===== src/rtl/lpt_port.sv =====
module lpt_port #(
  parameter int LEN_W     = 8,
  parameter int LEN_RST   = 4,
  parameter int SETUP_CYC = 2
) (
  input  logic       clk,
  input  logic       rst_n,
  input  logic [2:0] bus_addr,
  input  logic       bus_wr,
  input  logic [7:0] bus_wdata,
  output logic [7:0] bus_rdata,
  input  logic [7:0] pd_in,
  output logic [7:0] pd_out,
  output logic       pd_oe,
  input  logic [4:0] st_in,
  output logic       strobe_n,
  output logic       prime_n,
  output logic       irq
);
  localparam int NST = 5;
  localparam logic [LEN_W-1:0] SETUP_LAST = LEN_W'(SETUP_CYC - 1);

  typedef enum logic [1:0] {S_IDLE, S_SETUP, S_PULSE} stb_t;

  logic [7:0]       dout, pd_s1, pd_s2;
  logic             dir, auto_on, sw_stb, sw_prime;
  logic [LEN_W-1:0] len, cnt;
  logic [NST-1:0]   en, pend, st_s1, st_s2, st_s3, match, ev;
  logic [2*NST-1:0] cond;
  stb_t             stb;

  wire wr_data = bus_wr && bus_addr == 3'd0;
  wire wr_ctrl = bus_wr && bus_addr == 3'd1;
  wire wr_len  = bus_wr && bus_addr == 3'd2;
  wire wr_en   = bus_wr && bus_addr == 3'd3;
  wire wr_pend = bus_wr && bus_addr == 3'd4;
  wire wr_clo  = bus_wr && bus_addr == 3'd6;
  wire wr_chi  = bus_wr && bus_addr == 3'd7;

  always_ff @(posedge clk) begin
    if (!rst_n) begin
      dout <= '0; dir <= 1'b0; auto_on <= 1'b0; sw_stb <= 1'b0; sw_prime <= 1'b0;
      len <= LEN_W'(LEN_RST); en <= '0; cond <= '0;
      pd_s1 <= '0; pd_s2 <= '0; st_s1 <= '0; st_s2 <= '0; st_s3 <= '0;
    end else begin
      if (wr_data) dout <= bus_wdata;
      if (wr_ctrl) {sw_prime, sw_stb, auto_on, dir} <= bus_wdata[3:0];
      if (wr_len)  len <= bus_wdata[LEN_W-1:0];
      if (wr_en)   en <= bus_wdata[NST-1:0];
      if (wr_clo)  cond[7:0] <= bus_wdata;
      if (wr_chi)  cond[9:8] <= bus_wdata[1:0];
      pd_s1 <= pd_in;  pd_s2 <= pd_s1;
      st_s1 <= st_in;  st_s2 <= st_s1;  st_s3 <= st_s2;
    end
  end

  for (genvar i = 0; i < NST; i++) begin : g_st
    logic [1:0] c;
    assign c        = cond[2*i +: 2];
    assign match[i] = c[0] ? ~st_s2[i] : st_s2[i];
    assign ev[i]    = c[0] ? (st_s2[i] & ~st_s3[i]) : (~st_s2[i] & st_s3[i]);

    always_ff @(posedge clk) begin
      if (!rst_n)    pend[i] <= 1'b0;
      else if (c[1]) pend[i] <= ev[i] | (pend[i] & ~(wr_pend & bus_wdata[i]));
      else           pend[i] <= en[i] & match[i];
    end

    AST_W1C_CLEAR: assert property (@(posedge clk) disable iff (!rst_n)
      (wr_pend && bus_wdata[i] && c[1] && !ev[i]) |=> !pend[i]);
  end

  always_ff @(posedge clk) begin
    if (!rst_n || !auto_on) begin
      stb <= S_IDLE; cnt <= '0;
    end else if (wr_data) begin
      stb <= S_SETUP; cnt <= SETUP_LAST;
    end else begin
      case (stb)
        S_SETUP: if (cnt == '0) begin
                   stb <= S_PULSE; cnt <= (len == '0) ? '0 : len - 1'b1;
                 end else cnt <= cnt - 1'b1;
        S_PULSE: if (cnt == '0) stb <= S_IDLE;
                 else cnt <= cnt - 1'b1;
        default: stb <= S_IDLE;
      endcase
    end
  end

  assign pd_out   = dout;
  assign pd_oe    = dir;
  assign strobe_n = ~((auto_on & (stb == S_PULSE)) | (~auto_on & sw_stb));
  assign prime_n  = ~sw_prime;
  assign irq      = |(pend & en);

  always_comb begin
    case (bus_addr)
      3'd0:    bus_rdata = dir ? dout : pd_s2;
      3'd1:    bus_rdata = {4'b0, sw_prime, sw_stb, auto_on, dir};
      3'd2:    bus_rdata = 8'(len);
      3'd3:    bus_rdata = {3'b0, en};
      3'd4:    bus_rdata = {3'b0, pend};
      3'd5:    bus_rdata = {3'b0, st_s2};
      3'd6:    bus_rdata = cond[7:0];
      default: bus_rdata = {6'b0, cond[9:8]};
    endcase
  end

  AST_AUTO_SETUP: assert property (@(posedge clk) disable iff (!rst_n)
    (wr_data && auto_on) |=> strobe_n);
  AST_DIR_WRITE: assert property (@(posedge clk) disable iff (!rst_n)
    wr_ctrl |=> (pd_oe == $past(bus_wdata[0])));
  AST_PRIME_WRITE: assert property (@(posedge clk) disable iff (!rst_n)
    wr_ctrl |=> (prime_n == !$past(bus_wdata[3])));
  AST_IRQ_MASKED: assert property (@(posedge clk) disable iff (!rst_n)
    (wr_en && bus_wdata[4:0] == 5'd0) |=> !irq);
  AST_AUTO_ABORT: assert property (@(posedge clk) disable iff (!rst_n)
    (wr_ctrl && !bus_wdata[1]) |=> (strobe_n == !$past(bus_wdata[2])));
endmodule


===== config.mk =====
export PLATFORM = sky130hd
export DESIGN_NAME = lpt_port
export DESIGN_NICKNAME = d
export VERILOG_FILES = /design/src/rtl/lpt_port.sv
export SDC_FILE = /design/constraint.sdc
export NUM_CORES = 1
export LEC_CHECK = 0
export BUFFER_PORTS_ARGS = -buffer_cell sky130_fd_sc_hd__buf_2
export CELL_PAD_IN_SITES_DETAIL_PLACEMENT = 0
export CELL_PAD_IN_SITES_GLOBAL_PLACEMENT = 1
export CORE_ASPECT_RATIO = 0.8
export CORE_UTILIZATION = 48
export CTS_CLUSTER_DIAMETER = 50
export DETAILED_ROUTE_END_ITERATION = 8
export PLACE_DENSITY = 0.87
export REMOVE_ABC_BUFFERS = 1
export SYNTH_ARGS = -nofsm -noshare
export SYNTH_HDL_FRONTEND = slang
export SYNTH_SLANG_ARGS = --single-unit

===== constraint.sdc =====
create_clock -name clk -period 2.5 [get_ports clk]
set_input_delay 0.125 -clock clk [delete_from_list [all_inputs] [get_ports clk]]
set_output_delay 0.125 -clock clk [all_outputs]
set_load 0.02 [all_outputs]

==> flow_metrics.py, run 1 <==
metrics = {
    "global_route": {
        "grt_overflow": 0,
        "grt_util_met2_pct": 37.9,
        "use_met1_pct": 35.2,
        "grt_pass1_vias": 3241,
        "antenna_found_initial": 0,
        "grt.busiest_layer": "met2",
        "grt_util_met3_pct": 5.23,
        "grt_pass1_wl_um": 16800,
        "grt_usage_pct": 24.8,
        "grt_max_degree": 43,
    },
    "detailed_routing": {
        "drc": 0,
        "dr_total_vias": 3474,
        "drt_first_pass_iters": 4,
        "ant_nets": 0,
        "avgViaCountPerCell": 5.65,
        "wire_per_inst_um": 16.7,
        "finalWirelength_um": 10300,
        "drt_iter0_drc": 197,
    },
    "pwr": {
        "p_leak_nw": 1.85,
        "p_per_area_nw_per_um2": 577,
        "peakVddDrop_mv": 0.380,
    },
    "clocking": {
        "path_clk_slew_ps": 90,
        "cts_root_buf": "clkbuf_8",
        "cts-buffers-inserted": 9,
        "cts_setup_buffers": 0,
        "htreeDepth": 3,
        "clock_sinks": 81,
        "clk_latency_ps": 360,
        "postCtsHoldBufs": 13,
        "cts_max_path_buffers": 2,
        "cts_tree": "done",
        "post_cts_resized": 0,
    },
    "setup_path": {
        "crit_path_start_kind": "flip-flop",
        "cp_top_family": "multiplexers",
        "end_kind": "primary output",
        "crit_arrival_ps": 2150,
        "path_max_fanout": 8,
        "worstSetupPathType": "reg2out",
        "reg2reg_depth": 4,
        "cp_slowest_stage_delay_ps": 470,
        "r2r-start": "len[2]",
        "crit_path_top_delay_cell": "mux4_2",
        "rrSetupSlack_ps": 640,
        "path_cells": "buf_4 > mux2_1 > mux4_2 > nor2_1 > a21oi_1 > buf_2",
        "critPathRequiredTime_ps": 2380,
        "worstReg2RegEnd": "cnt[6]",
        "worst-path-buf-inv": 2,
    },
    "finish": {
        "n_antenna_cell": 0,
        "final_nets": 533,
        "area_growth_pct": 16.9,
        "design_area_um2": 4670,
        "drive_above_1_share_pct": 16.8,
    },
    "floorplanning": {
        "core.rowCount": 29,
        "ios": 47,
        "coreArea_um2": 7980,
        "die_x_um": 104,
        "start_util_pct": 50.0,
        "die-area_um2": 8680,
        "die_height_um": 83.6,
    },
    "synth": {
        "ys_seq_elements": 81,
        "postSynthAreaPerCell_um2": 8.85,
        "yosys.area_share.simple_pct": 25.4,
        "synth-edff-count": 0,
        "ys_async_sr_fraction_pct": 0,
        "synth_mux_area_share_pct": 8.65,
        "yosys_warnings": 0,
        "synth_area_um2": 3990,
        "ys_seq_area_share_pct": 40.6,
        "synth-xor-area-share_pct": 1.98,
        "ys_types": 58,
        "synth_fa_ha_area_share_pct": 1.25,
        "synth_top_family_by_area": "simple AND/OR/NAND/NOR gates",
        "synth_compound_area_share_pct": 18.2,
        "syn-instance-count": 451,
        "synth_ff_type": "dfxtp_1",
    },
    "hold_path": {
        "hold_path_end": "pd_out[5]",
        "min_from": "bus_wdata[5]",
        "min_path_cells": 3,
        "min_path_type": "in2reg",
    },
    "timing": {
        "setup_viol": 0,
        "fin_crit_sh_pct": 90.9,
        "finClkSkew_ps": 11.6,
        "fin_crit_ps": 2270,
        "worst_slew_pin_slew_ps": 636,
        "finalMaxSlewViolations": 0,
        "hold_viol": 0,
        "timing.fmax_mhz": 440,
        "relSlewSlack_pct": 57.4,
        "rsz0062_at_grt": "false",
        "finalWorstSetupSlack_ps": 228,
        "finalSetupTns_ps": 0,
    },
    "placed_design": {
        "pre_cts_ws_ps": 642,
        "hpwl_um": 7210,
        "place_congestion": 0.881,
        "io_buffers": 46,
        "dpl_cell_area_um2": 4300,
    },
    "run_status": {
        "status": "finished, final reports clean",
    },
    "job": {
        "drv_cap": 0,
    },
}
==> cell type report <==
type / count / area [um^2]
tap: 108 / 135
multi-input combinational: 334 / 2220
timing repair buffer: 67 / 420
clock buffer: 10 / 138
fill: 741 / 3320
clock inverter: 6 / 96.3
inverter: 9 / 33.8
sequential: 81 / 1620
==> worst reg2reg max path, stage by stage (launching register included) <==
cell and delay, ps:
dfxtp_1 400, nor4_2 610, a21boi_0 220, a311oi_1 370, o31ai_1 130
==> layout by cell type, fill, tap and decap left out, types with 3 or more instances in the layout <==
cell type / Yosys / final
o21ai_0: 7 / 7
xor2_1: 8 / 8
nand3_1: 8 / 8
a22oi_1: 7 / 7
nand2_1: 55 / 55
dfxtp_1: 81 / 81
buf_2: 9 / 46
a31oi_1: 4 / 4
o31ai_1: 4 / 4
nor2_1: 21 / 21
o21ai_1: 5 / 5
or4_1: 3 / 3
nor2b_1: 27 / 27
mux2_1: 5 / 5
mux2_2: 3 / 3
nand2b_1: 7 / 7
mux2i_1: 21 / 21
o211ai_1: 3 / 3
a21boi_1: 17 / 17
nor3b_1: 7 / 7
o221ai_1: 5 / 5
clkbuf_8: 0 / 10
nor3_1: 4 / 4
and2_1: 31 / 31
inv_1: 9 / 9
a211oi_1: 9 / 9
dlygate4sd3_1: 0 / 13
and3_1: 5 / 5
a21oi_1: 29 / 29
buf_4: 0 / 8
ha_1: 4 / 4
==> registers in the layout, summed over array words and instances (netlist names), 2 cells and up <==
register  flops
st_s1         5
en            5
pd_out        8
pd_s2         8
cnt           8
st_s2         5
pd_s1         8
st_s3         5
len           8
stb           2
pend          5
cond         10
==> where the power goes <==
part | internal (mW) | switching [mW] | leakage, nW
Combinational | 0.105 | 0.127 | 1.07
Clock | 0.603 | 0.509 | 0.115
Sequential | 1.32 | 0.0262 | 0.660
Total | 2.03 | 0.662 | 1.85
==> logic make-up (layout without fill, tap and decap cells) <==
group,Yosys count,after routing
AOI/OAI and AO/OA,106,106
muxes,31,31
DFF,81,81
adders and majority gates,4,4
and+or+nand+nor,184,184
xor gates and xnor gates,9,9
buffers and inverters,36,92
==> cells in the mapped netlist, types with 7 or more instances <==
cell	n	area share [%]
nor2_1	21	2.0
mux2i_1	21	5.3
nand2b_1	7	1.1
and2_1	31	4.9
nand2_1	55	5.2
nand3_1	8	1.0
buf_2	9	1.1
a211oi_1	9	1.7
a21oi_1	29	3.6
a22oi_1	7	1.3
nor3b_1	7	1.3
inv_1	9	0.85
clkbuf_1	17	1.6
dfxtp_1	81	41
xor2_1	8	1.8
a21boi_1	17	3.2
nor2b_1	27	4.2
o21ai_0	7	0.88
==> metrics by stage <==
| step | util, % | hold WS [ps] | instances | total power [mW] |
|---|---|---|---|---|
| CTS | 58.4 | 12.8 | 615 | 2.72 |
| detailed placement | 53.9 | 335 | 586 | 1.59 |
| global route | 58.4 | 26.7 | 615 | 2.81 |
| global placement | 53.9 | 332 | 586 | 1.59 |
| floorplan | - | 187 | 424 | 1.49 |
| finish | 58.4 | 33.1 | 615 | 2.69 |
==> how the worst max path moves through the flow <==
stage	endpoint	cells past startpoint	slack, ps	from
5_1_grt	bus_rdata[3]	6	130	pd_oe
4_1_cts	bus_rdata[3]	6	230	pd_oe
3_5_place_dp	bus_rdata[3]	6	640	pd_oe
2_1_floorplan	bus_rdata[1]	3	640	pd_oe
6_report	bus_rdata[3]	6	230	pd_oe
3_3_place_gp	bus_rdata[3]	6	710	pd_oe
==> per-layer routing <==
metal	up-vias	share of wire (%)
met1	1661	49
met2	98	44
met5	-	0
met3	10	6.3
met4	0	1.2
li1	1705	-
(Power assumes the default switching activity.)
==> inputs of run 2 (changes only) <==
ABC_AREA = 1   (was default)
CORE_UTILIZATION = 44   (was 48)
PLACE_DENSITY = 0.86   (was 0.87)
==> flow_metrics.py, run 2 <==
metrics = {
    "run_status": {
        "status": "finished, final reports clean",
    },
    "finish": {
        "layout_common_cells": "nand2_1, inv_1, dfxtp_1",
        "n_antenna_cell": 0,
        "area_growth_pct": 17.4,
        "largest-register": "cond",
        "fillCellCount": 829,
        "design_area_um2": 4410,
        "largest_reg_flops": 10,
        "layout_commonest_cell": "nand2_1",
        "drive_above_1_share_pct": 13.0,
        "final_nets": 634,
    },
    "clocking": {
        "cts_root_buf": "clkbuf_8",
        "cts-buffers-inserted": 9,
        "path_clk_slew_ps": 90,
        "cts_max_path_buffers": 2,
        "post_cts_resized": 0,
        "htreeDepth": 3,
        "cts_tree": "done",
        "clock_sinks": 81,
        "clk_latency_ps": 370,
    },
    "synth": {
        "synth_common_cells": "nand2_1, inv_1, dfxtp_1, a21oi_1, o21ai_0",
        "postSynthAreaPerCell_um2": 6.90,
        "yosys_warnings": 0,
        "synth_top_cell_area_share_pct": 43.1,
        "ys_types": 29,
        "synth_ff_type": "dfxtp_1",
        "synth.largest_area_cell": "dfxtp_1",
        "synth_area_um2": 3760,
        "ys_seq_elements": 81,
        "synth-edff-count": 0,
        "ys_top_cells_by_area": "dfxtp_1, nand2_1, inv_1",
        "ys_async_sr_fraction_pct": 0,
        "ys_seq_area_share_pct": 43.1,
        "syn-instance-count": 545,
        "yosysMostFrequentCell": "nand2_1",
    },
    "detailed_routing": {
        "dr_total_vias": 3628,
        "drc": 0,
        "drt_first_pass_iters": 4,
        "ant_nets": 0,
        "finalWirelength_um": 9840,
        "wire_per_inst_um": 13.7,
        "drt_iter0_drc": 264,
        "avgViaCountPerCell": 5.07,
    },
    "setup_path": {
        "crit_end": "bus_rdata[5]",
        "critPathRequiredTime_ps": 2380,
        "r2r-start": "cnt[0]",
        "crit_arrival_ps": 1880,
        "reg2reg_depth": 9,
        "worstReg2RegEnd": "cnt[2]",
        "crit_start": "pd_oe",
        "path_max_fanout": 12,
        "crit_path_start_kind": "flip-flop",
        "worstSetupPathType": "reg2out",
        "rrSetupSlack_ps": 930,
        "end_kind": "primary output",
    },
    "timing": {
        "timing.fmax_mhz": 500,
        "fin_crit_sh_pct": 80.1,
        "relSlewSlack_pct": 66.7,
        "rsz0062_at_grt": "false",
        "setup_viol": 0,
        "finClkSkew_ps": 12.1,
        "finalSetupTns_ps": 0,
        "worst_slew_pin_slew_ps": 499,
        "fin_crit_ps": 2000,
        "finalMaxSlewViolations": 0,
        "hold_viol": 0,
    },
    "floorplanning": {
        "start_util_pct": 46.5,
        "core.rowCount": 29,
        "ios": 47,
        "die_x_um": 105,
        "coreArea_um2": 8090,
        "die_height_um": 84.7,
        "die-area_um2": 8920,
    },
    "global_route": {
        "antenna_found_initial": 0,
        "grt_util_met3_pct": 4.58,
        "grt_pass1_wl_um": 16800,
        "grt_overflow": 0,
        "grt_util_met2_pct": 35.3,
        "grt_pass1_vias": 3370,
        "use_met1_pct": 35.4,
        "grt.busiest_layer": "met1",
        "grt_usage_pct": 24.1,
        "grt_max_degree": 32,
    },
    "placed_design": {
        "dpl_cell_area_um2": 4080,
        "hpwl_um": 7280,
        "place_congestion": 0.897,
        "io_buffers": 46,
    },
    "pwr": {
        "peakVddDrop_mv": 0.302,
        "p_leak_nw": 2.11,
        "p_per_area_nw_per_um2": 595,
    },
    "hold_path": {
        "min_path_type": "in2reg",
        "min_path_cells": 3,
    },
    "job": {
        "drv_cap": 0,
    },
}
[run 2: worst min-delay path by stage]
stage                 startpoint   endpoint  slack, ps
finish              bus_wdata[0]  pd_out[0]         80
global route        bus_wdata[0]  pd_out[0]         70
CTS                 bus_wdata[0]  pd_out[0]         60
detailed placement      st_in[4]   st_s1[4]        310
global placement        pd_in[7]   pd_s1[7]        310
floorplan                  rst_n   pd_s1[0]        220
[run 2: through the flow]
stage	power, mW	util, %	hold slack (ps)	worst slack (ps)	std cells
detailed placement	1.62	50.4	312	880	687
global placement	1.61	50.4	305	883	687
floorplan	1.51	-	218	1090	531
CTS	2.64	54.5	61.5	480	716
global route	2.74	54.5	68.9	321	716
finish	2.62	54.5	80.3	499	716
[run 2: power breakdown]
| group | switching (mW) | internal (mW) | total [mW] |
|---|---|---|---|
| Clock | 0.539 | 0.481 | 1.02 |
| Sequential | 0.0250 | 1.33 | 1.36 |
| Combinational | 0.162 | 0.0866 | 0.248 |
[run 2: repair_timing]
item,in CTS,in global routing
hold buffers,13,0
setup buffers,0,0
endpoints found under the hold margin,13,0
[run 2: kinds of logic (layout without fill, tap and decap cells)]
logic type	after synthesis	count (layout)	share of synthesized area (%)
AND/OR/NAND/NOR	219	219	25.1
adder cells (fa/ha/maj)	4	4	1.33
XOR/XNOR	1	1	0.233
AO/OA/AOI/OAI	131	131	19.0
flip-flops	81	81	43.1
buffers and inverters	109	172	11.2
[run 2: area by class of cell]
type	instances	area (um^2)	area share (%)
well taps	108	135	3.06
clock inverters	7	83.8	1.90
flip-flops and latches	81	1620	36.7
multi-input cells	355	1720	38.9
repair buffers	61	375	8.51
clock buffers	9	124	2.81
inverters	95	357	8.08
[run 2: worst max-delay path, stage by stage, from the launching register on]
cell,delay (ps)
dfxtp_1,560
inv_1,220
o21ai_0,240
nand2_1,130
o221ai_1,140
buf_2,230
[run 2: routing by layer]
layer / routed length [um] / share of wire, % / up-vias
li1: - / - / 1871
met1: 4960 / 50 / 1644
met2: 4090 / 42 / 101
met3: 637 / 6.5 / 12
met4: 145 / 1.5 / 0
met5: 0 / 0 / -
